==> src/rtl/pix_framer_pkg.sv <==
`timescale 1ns/1ps
package pix_framer_pkg;
  localparam int PIX_W   = 8;
  localparam int BLK_LEN = 64;
  localparam int IDX_W   = $clog2(BLK_LEN);
endpackage

==> src/rtl/pix_round.sv <==
`timescale 1ns/1ps
// Round-half-up of a signed fixed-point value to its integer part.
module pix_round #(
  parameter int RES_W  = 16,
  parameter int FRAC_W = 3,
  localparam int QW    = RES_W - FRAC_W + 1
) (
  input  logic signed [RES_W-1:0] res_i,
  output logic signed [QW-1:0]    q_o
);
  generate
    if (FRAC_W == 0) begin : g_int
      assign q_o = {res_i[RES_W-1], res_i};
    end else begin : g_frac
      localparam logic signed [RES_W:0] HALF = (RES_W+1)'(1 << (FRAC_W-1));
      logic signed [RES_W:0] sum;
      assign sum = {res_i[RES_W-1], res_i} + HALF;
      assign q_o = sum[RES_W:FRAC_W];
    end
  endgenerate
endmodule

==> src/rtl/pix_sat.sv <==
`timescale 1ns/1ps
// Level shift by half scale and clamp into the unsigned pixel range.
module pix_sat #(
  parameter int QW    = 14,
  parameter int PIX_W = 8
) (
  input  logic signed [QW-1:0] q_i,
  output logic [PIX_W-1:0]     pix_o
);
  localparam logic signed [QW:0] OFS  = (QW+1)'(1 << (PIX_W-1));
  localparam logic signed [QW:0] MAXV = (QW+1)'((1 << PIX_W) - 1);

  logic signed [QW:0] shifted;
  assign shifted = {q_i[QW-1], q_i} + OFS;

  always_comb begin
    if (shifted[QW])          pix_o = '0;
    else if (shifted > MAXV)  pix_o = '1;
    else                      pix_o = shifted[PIX_W-1:0];
  end
endmodule

==> src/rtl/blk_index_chk.sv <==
`timescale 1ns/1ps
// Tracks the sample index within a block; flags misplaced start tags.
module blk_index_chk #(
  parameter int BLK_LEN = 64,
  localparam int IDX_W  = $clog2(BLK_LEN)
) (
  input  logic clk_i,
  input  logic rst_ni,
  input  logic clr_i,
  input  logic valid_i,
  input  logic sob_i,
  output logic err_o
);
  logic [IDX_W-1:0] idx_q;

  assign err_o = valid_i && sob_i && (idx_q != '0);

  always_ff @(posedge clk_i or negedge rst_ni) begin
    if (!rst_ni)                          idx_q <= '0;
    else if (clr_i)                       idx_q <= '0;
    else if (valid_i && sob_i)            idx_q <= IDX_W'(1);
    else if (valid_i) begin
      if (idx_q == IDX_W'(BLK_LEN-1))     idx_q <= '0;
      else                                idx_q <= idx_q + 1'b1;
    end
  end

  assert_sob_restart_R8: assert property (@(posedge clk_i) disable iff (!rst_ni)
    ($past(valid_i && sob_i) && !$past(clr_i)) |-> idx_q == IDX_W'(1));

  assert_idle_hold_R7: assert property (@(posedge clk_i) disable iff (!rst_ni)
    (!$past(valid_i) && !$past(clr_i)) |-> $stable(idx_q));
endmodule

==> src/rtl/pix_framer.sv <==
`timescale 1ns/1ps
module pix_framer
  import pix_framer_pkg::*;
#(
  parameter int RES_W  = 16,
  parameter int FRAC_W = 3
) (
  input  logic                    clk_i,
  input  logic                    rst_ni,
  input  logic                    clr_i,
  input  logic signed [RES_W-1:0] res_i,
  input  logic                    res_valid_i,
  input  logic                    res_sob_i,
  output logic [PIX_W-1:0]        pix_o,
  output logic                    pix_valid_o,
  output logic                    pix_sob_o,
  output logic                    pix_err_o
);
  localparam int QW = RES_W - FRAC_W + 1;

  // stage 1: rounded integer
  logic signed [QW-1:0] q_d, q_q;
  logic                 v_q, s_q;

  pix_round #(.RES_W(RES_W), .FRAC_W(FRAC_W)) u_round (.res_i(res_i), .q_o(q_d));

  always_ff @(posedge clk_i or negedge rst_ni) begin
    if (!rst_ni) begin
      q_q <= '0; v_q <= 1'b0; s_q <= 1'b0;
    end else if (clr_i) begin
      q_q <= '0; v_q <= 1'b0; s_q <= 1'b0;
    end else begin
      q_q <= q_d;
      v_q <= res_valid_i;
      s_q <= res_valid_i && res_sob_i;  // tag without data is dropped
    end
  end

  // stage 2: level shift, clamp, framing flags
  logic [PIX_W-1:0] pix_d;
  logic             err_d;

  pix_sat #(.QW(QW), .PIX_W(PIX_W)) u_sat (.q_i(q_q), .pix_o(pix_d));

  blk_index_chk #(.BLK_LEN(BLK_LEN)) u_chk (
    .clk_i(clk_i), .rst_ni(rst_ni), .clr_i(clr_i),
    .valid_i(v_q), .sob_i(s_q), .err_o(err_d)
  );

  always_ff @(posedge clk_i or negedge rst_ni) begin
    if (!rst_ni) begin
      pix_o <= '0; pix_valid_o <= 1'b0; pix_sob_o <= 1'b0; pix_err_o <= 1'b0;
    end else if (clr_i) begin
      pix_o <= '0; pix_valid_o <= 1'b0; pix_sob_o <= 1'b0; pix_err_o <= 1'b0;
    end else begin
      pix_o       <= v_q ? pix_d : '0;
      pix_valid_o <= v_q;
      pix_sob_o   <= s_q;
      pix_err_o   <= err_d;
    end
  end

  // cycles since reset, to keep $past windows inside reset-released time
  logic [1:0] warm_q;
  always_ff @(posedge clk_i or negedge rst_ni) begin
    if (!rst_ni)              warm_q <= '0;
    else if (warm_q != 2'd2)  warm_q <= warm_q + 1'b1;
  end

  assert_latency_R3: assert property (@(posedge clk_i) disable iff (!rst_ni)
    (warm_q == 2'd2 && !$past(clr_i) && !$past(clr_i, 2))
      |-> pix_valid_o == $past(res_valid_i, 2));

  assert_sob_valid_R5: assert property (@(posedge clk_i) disable iff (!rst_ni)
    pix_sob_o |-> pix_valid_o);

  assert_idle_zero_R6: assert property (@(posedge clk_i) disable iff (!rst_ni)
    !pix_valid_o |-> pix_o == '0);

  assert_err_on_sob_R7: assert property (@(posedge clk_i) disable iff (!rst_ni)
    pix_err_o |-> pix_sob_o);

  assert_clr_empty_R9: assert property (@(posedge clk_i) disable iff (!rst_ni)
    $past(clr_i) |-> (!pix_valid_o && !v_q));
endmodule

==> config.mk <==
export PLATFORM = sky130hd
export DESIGN_NAME = pix_framer
export DESIGN_NICKNAME = d
export VERILOG_FILES = /design/src/rtl/pix_framer_pkg.sv /design/src/rtl/pix_round.sv /design/src/rtl/pix_sat.sv /design/src/rtl/blk_index_chk.sv /design/src/rtl/pix_framer.sv
export SDC_FILE = /design/constraint.sdc
export NUM_CORES = 1
export LEC_CHECK = 0
export CORE_MARGIN = 2
export CORE_UTILIZATION = 45
export DETAILED_ROUTE_END_ITERATION = 12
export PLACE_DENSITY_LB_ADDON = 0.12
export SYNTH_ARGS = -nofsm -noshare
export SYNTH_HDL_FRONTEND = slang
export SYNTH_SLANG_ARGS = --single-unit
==> constraint.sdc <==
create_clock -name clk_i -period 1.6 [get_ports clk_i]
set_clock_uncertainty 0.1 [all_clocks]
set_input_delay 0.24 -clock clk_i [delete_from_list [all_inputs] [get_ports clk_i]]
set_output_delay 0.24 -clock clk_i [all_outputs]
set_load 0.01 [all_outputs]
==> results of run 1 <==
[kinds of logic after synthesis]
kind of cell	synth area share
flip-flops	0.5217
XOR/XNOR	0.06087
adder cells (fa/ha/maj)	0.03953
buffers and inverters	0.02372
AND/OR/NAND/NOR	0.2166
AO/OA/AOI/OAI	0.1376
[registers in the layout (all words and copies together), names as in the netlist]
| signal | cells |
|---|---|
| s_q | 1 |
| pix_o | 8 |
| q_q | 14 |
| v_q | 1 |
| u_chk.idx_q | 6 |
| pix_sob_o | 1 |
| pix_valid_o | 1 |
| pix_err_o | 1 |
[path summary, 6_finish.rpt]
path,to,slack [ns],cells after the start
min reg2reg,pix_o[2]$_DFF_PN0_,0.39,1
min,u_chk.idx_q[3]$_DFFE_PN0P_,0.19,2
max in group asynchronous,pix_sob_o$_DFF_PN0_,0.92,2
min in group clk_i,v_q$_DFF_PN0_,0.37,2
max,pix_o[4]$_DFF_PN0_,-0.02,5
max reg2reg,pix_o[4]$_DFF_PN0_,-0.02,5
[area by class of cell]
type / instances / share of cell area
well taps: 46 / 0.02586
flip-flops and latches: 33 / 0.3710
repair buffers: 60 / 0.2367
clock buffers: 7 / 0.02473
multi-input cells: 111 / 0.3300
inverters: 7 / 0.01180
[Yosys cell counts]
cell | count | area (µm²)
nor4_1 | 3 | 18.77
or3_1 | 2 | 12.51
clkbuf_1 | 2 | 7.510
inv_1 | 7 | 26.28
nand3b_1 | 2 | 15.01
a21oi_1 | 7 | 35.03
a211oi_1 | 2 | 15.01
nand2b_1 | 4 | 25.02
nor2b_1 | 4 | 25.02
o31a_1 | 1 | 8.760
xor2_1 | 2 | 17.52
a22o_1 | 1 | 8.760
o21a_1 | 7 | 52.55
ha_1 | 5 | 62.56
o21ai_0 | 5 | 25.02
buf_1 | 1 | 3.750
or3b_4 | 1 | 11.26
a31oi_1 | 1 | 6.260
o211ai_2 | 1 | 12.51
and3_1 | 2 | 12.51
or4_1 | 2 | 15.01
nor3_1 | 4 | 20.02
a31o_2 | 2 | 17.52
and2_1 | 2 | 12.51
a21bo_2 | 1 | 10.01
xnor2_1 | 9 | 78.83
nor4_2 | 1 | 12.51
dfrtp_1 | 33 | 825.8
nand2_1 | 9 | 33.78
nor2_1 | 15 | 56.30
o21ai_2 | 1 | 8.760
o211a_1 | 1 | 10.01
o211ai_1 | 1 | 7.510
nand3_1 | 7 | 35.03
nand4_1 | 6 | 37.54
[power groups by stage]
stage | combinational (mW) | clock [mW] | sequential [mW]
after floorplan | 0.0900 | 0 | 0.909
after global placement | 0.253 | 0 | 0.902
after detailed placement | 0.264 | 0 | 0.903
after CTS | 0.267 | 0.468 | 0.887
after global routing | 0.293 | 0.503 | 0.892
final | 0.265 | 0.451 | 0.887
[through the flow]
step / power (mW) / util
2_1_floorplan: 0.9990 / -
3_3_place_gp: 1.155 / 0.6399
3_5_place_dp: 1.167 / 0.6399
4_1_cts: 1.622 / 0.6585
5_1_grt: 1.688 / 0.6618
6_report: 1.603 / 0.6618
[worst max-delay path, stage by stage, from the launching register on]
cell and delay [ns]:
dfrtp_1 0.38, or4_4 0.53, o21ai_2 0.07, o211ai_2 0.11, buf_6 0.15, o21a_1 0.17
[what timing repair did]
action | in CTS | in global routing
pin swaps | 2 | 4
gates resized for setup | 2 | 2
setup endpoints to repair | 8 | 9
[metal layers]
layer / vias up / part of all wire / GRT usage
li1: 673 / - / -
met1: 598 / 0.42 / 0.1852
met2: 32 / 0.51 / 0.3125
met3: 5 / 0.050 / 0.05714
met4: 0 / 0.018 / 0.08152
met5: - / 0 / 0
[placed cells by master, fill, tap and decap left out, types with 2 or more instances in the layout]
cell type,netlist,routed
or3_1,2,2
buf_4,0,30
o21a_1,7,7
xor2_1,2,2
a31o_2,2,2
and3_1,2,2
nor2_1,15,15
nor4_1,3,3
clkbuf_4,0,5
nor3_1,4,4
nand3_1,7,7
ha_1,5,5
o21ai_0,5,5
and2_1,2,2
nand2b_1,4,4
nor2b_1,4,4
dfrtp_1,33,33
inv_1,7,7
nand4_1,6,6
xnor2_1,9,9
a21oi_1,7,7
nand3b_1,2,2
clkdlybuf4s50_1,0,29
nand2_1,9,9
==> run metrics, run 1 <==
status=finished, violations left; violated checks=setup timing; Synth Register Bits=33; Slew headroom=0.7401; Residual DRC=0; Initial Util=0.4706; root buffer cell=clkbuf_4; area of the multi-input gates=734.5 µm²; Worst-path clk slew=0.09 ns; RSZ-0062 raised after global routing=yes; Crit Path Category=flip-flop to flip-flop; Mapped Cells=154; CTS Buffer Depth=2; setup slack after layout=-0.02415 ns; final non-filler cell total=264; Slew Viols, Final=0; total number of vias=1308; first-pass GRT wire length=5.306 mm; final antenna-violating net count=0; post-synth net total=180; Critical Path AT=1.74 ns; # rows=21; global-route usage over all layers=0.1747; post-synthesis sequential area ratio=0.5217; Int Pwr=1.224 mW; CTS tree=yes; Peak supply drop=0.4251 mV; H-tree depth=2; dpl cells=257; CP Launch Type=flip-flop; vias in the first global route=1264; CTS Buf Count=5; Placement Cell Area=2152 µm²; pre-CTS setup slack=-0.2656 ns; Final Net Count=244; Max Cap Viol=0; Worst EP required=1.72 ns; Final Hold Fails=0; Post-Syn Area per Cell=10.28 µm²; cell area after technology mapping=1583 µm²; fin crit share=1.015; Hold Path Class=primary input to asynchronous set/reset pin; Final Cell Area=2226 µm²; setup_tns=-0.1424 ns; FF+latch area=825.8 µm²; Filler cells=289; Core ar.=3363 µm²; Iteration-0 DRC Markers=45; Hold-fix buffers, CTS=0; Top-Level Pins=32; Leak=0.9882 nW; wire per inst=11.58 µm; share of cells above drive strength 1=0.2156; Remaining Overflow, GRT=0; Critical path origin=q_q[13]$_DFF_PN0_; routed wire length=3.057 mm; post-route minimum period=1.624 ns; Sw Ratio=0.2363; chip width=63.31 µm; Ant. Diodes=0; Hold WS=0.1911 ns; Worst setup EP type=flip-flop; 1st-pass router iterations=4; Seq pwr share=0.553; post-CTS setup buffers=0; DP HPWL=2.440 mm; largest net degree at the start of global routing=34; Fmax=615.7 MHz; via density per instance=4.955; number of setup violations in the final report=7; Net Switching=0.3787 mW; Worst-Skew Late Latency=0.33 ns; Port Buffers=29; Area Growth Syn to Fin=40.63%; actual slew at the worst max-slew pin=0.3898 ns; worst-path fanout max=7; Syn. warnings=0; initial antenna violation count=0; RR Startpoint=q_q[13]$_DFF_PN0_; Clock power frac=0.281; pwr dens=720.0 nW/µm²; clk sinks=33; library cells used by synthesis=35; Comb power frac=0.165; GP Congestion=0.7125; die height=63.31 µm; Die ar.=4008 µm²
Power figures use the tool's default switching activity.
==> inputs of run 2 (changes only) <==
Settings changed: CORE_MARGIN 2 to 1.
==> run 2 against run 1 <==
  * The flow still finishes with violations (setup timing)
  * Non-clock buffer count rose by 2
  * Clock power rose by 0.9%
  * Global-route usage rose by 0.85 points
  * Critical path type unchanged
  * Largest cell class unchanged
  * Sequential power barely moved
  * Worst setup slack got worse by 0.034 ns
  * Worst hold slack improved by 0.0055 ns
  * Routed wire length rose by 0.88%
  * Core utilization rose by 0.63 points
  * Die area fell by 6.2%
==> run metrics, run 2 (same netlist as run 1, synthesis figures left out) <==
Final Net Count=246; die height=61.31 µm; R2R depth=5; vias in the first global route=1242; violated checks=setup timing; Critical Path Slowest Stage Cell=or4_4; Die ar.=3758 µm²; chip width=61.31 µm; status=finished, violations left; RSZ-0062 raised after global routing=yes; Worst-path clk slew=0.09 ns; Area Growth Syn to Fin=41.98%; root buffer cell=clkbuf_4; RR Startpoint=q_q[11]$_DFF_PN0_; grt met2 use=0.3090; largest reg by FF count=q_q; met3 usage=0.06513; via density per instance=5.041; DP HPWL=2.370 mm; routed wire length=3.084 mm; Max stage delay on crit path=0.55 ns; Critical Path AT=1.77 ns; Hold-fix buffers, CTS=0; CTS Buffer Depth=2; GP Congestion=0.7747; post-route minimum period=1.658 ns; biggest regs=q_q (14), pix_o (8), u_chk.idx_q (6); CTS Buf Count=5; CP Launch Type=flip-flop; global-route usage over all layers=0.1832; Final Cell Area=2247 µm²; Final Hold Fails=0; most frequent cells in the layout=33 x dfrtp_1, 32 x buf_4, 29 x clkdlybuf4s50_1; Worst EP required=1.72 ns; register-to-register setup slack=-0.06 ns; max FFs per register=14; Slew headroom=0.7356; Crit Path Category=flip-flop to flip-flop; cells along the critical path=or4_4 -> o21ai_2 -> o211ai_2 -> buf_6 -> o21a_1; Core ar.=3363 µm²; reg2reg end=pix_o[3]$_DFF_PN0_; Top-Level Pins=32; pwr dens=717.5 nW/µm²; Max Cap Viol=0; busiest grt layer=met2; number of setup violations in the final report=8; final antenna-violating net count=0; actual slew at the worst max-slew pin=0.3967 ns; setup slack after layout=-0.05835 ns; Remaining Overflow, GRT=0; Initial Util=0.4706; H-tree depth=2; Placement Cell Area=2145 µm²; Ant. Diodes=0; Filler cells=300; # rows=21; fin crit share=1.036; area of the multi-input gates=740.7 µm²; FF+latch area=825.8 µm²; Leak=0.9977 nW; cell family with most CP delay=simple AND/OR/NAND/NOR gates; worst-path fanout max=7; Port Buffers=29; Buffers & Inverters on Critical Path=1; wire per inst=11.59 µm; Critical path origin=q_q[11]$_DFF_PN0_; Iteration-0 DRC Markers=22; met1 Use GR=0.2162; Residual DRC=0; first-pass GRT wire length=4.954 mm; CTS tree=yes; most common cell after layout, fill and taps aside=dfrtp_1; clk sinks=33; setup_tns=-0.3863 ns; initial antenna violation count=0; largest net degree at the start of global routing=34; pre-CTS setup slack=-0.2541 ns; CP Depth=5; Worst setup EP type=flip-flop; total number of vias=1341; Worst-Skew Late Latency=0.32 ns; Fmax=603.0 MHz; 1st-pass router iterations=4; total power=1.612 mW; Peak supply drop=0.4282 mV; Core Util, Final=0.6682; Hold Path Class=primary input to asynchronous set/reset pin; share of cells above drive strength 1=0.2318; Slew Viols, Final=0
-- run 2: cell count changes in the layout (fill, tap and decap cells not counted) --
cell	delta
buf_4	+2
ha_1	-1
ha_2	+1
or4_1	-1
or4_4	+1
-- run 2: layout make-up --
type,count,area share
well taps,46,0.02561
multi-input cells,111,0.3296
repair buffers,62,0.2411
flip-flops and latches,33,0.3675
inverters,7,0.01169
clock buffers,7,0.02450
-- run 2: worst max-delay path by stage --
| stage | endpoint | slack, ns |
|---|---|---|
| after floorplan | pix_o[7]$_DFF_PN0_ | -0.04 |
| after detailed placement | q_q[10]$_DFF_PN0_ | -0.25 |
| final | pix_o[3]$_DFF_PN0_ | -0.06 |
| after global routing | pix_o[6]$_DFF_PN0_ | -0.1 |
| after global placement | q_q[10]$_DFF_PN0_ | -0.20 |
| after CTS | pix_o[6]$_DFF_PN0_ | -0.04 |
-- run 2: stage by stage --
stage               hold WS [ns]  instances
detailed placement        0.3800        256
global placement          0.3793        256
global route              0.2427        266
finish                    0.1967        266
CTS                       0.2025        265
floorplan                -0.1556        154
-- run 2: metal layers --
metal / up-vias / wire (µm)
li1: 674 / -
met1: 628 / 1353
met2: 35 / 1548
met3: 4 / 152
met4: 0 / 29
met5: - / 0
-- run 2: power by group --
group	total (mW)	switching [mW]	internal [mW]
Sequential	0.888	0.0203	0.868
Clock	0.455	0.248	0.207
Combinational	0.269	0.116	0.153
-- run 2: timing repair --
action                                  4_1_cts  5_1_grt
pin swaps                                     1        1
setup buffers                                 2        1
gates resized for setup                       2        4
endpoints found under the setup margin        8        9
==> inputs of run 3 (changes only) <==
Settings changed: HOLD_SLACK_MARGIN set to 0.1.
==> results of run 3 <==
The final DEF is identical to that of run 2; final timing and power are the same.
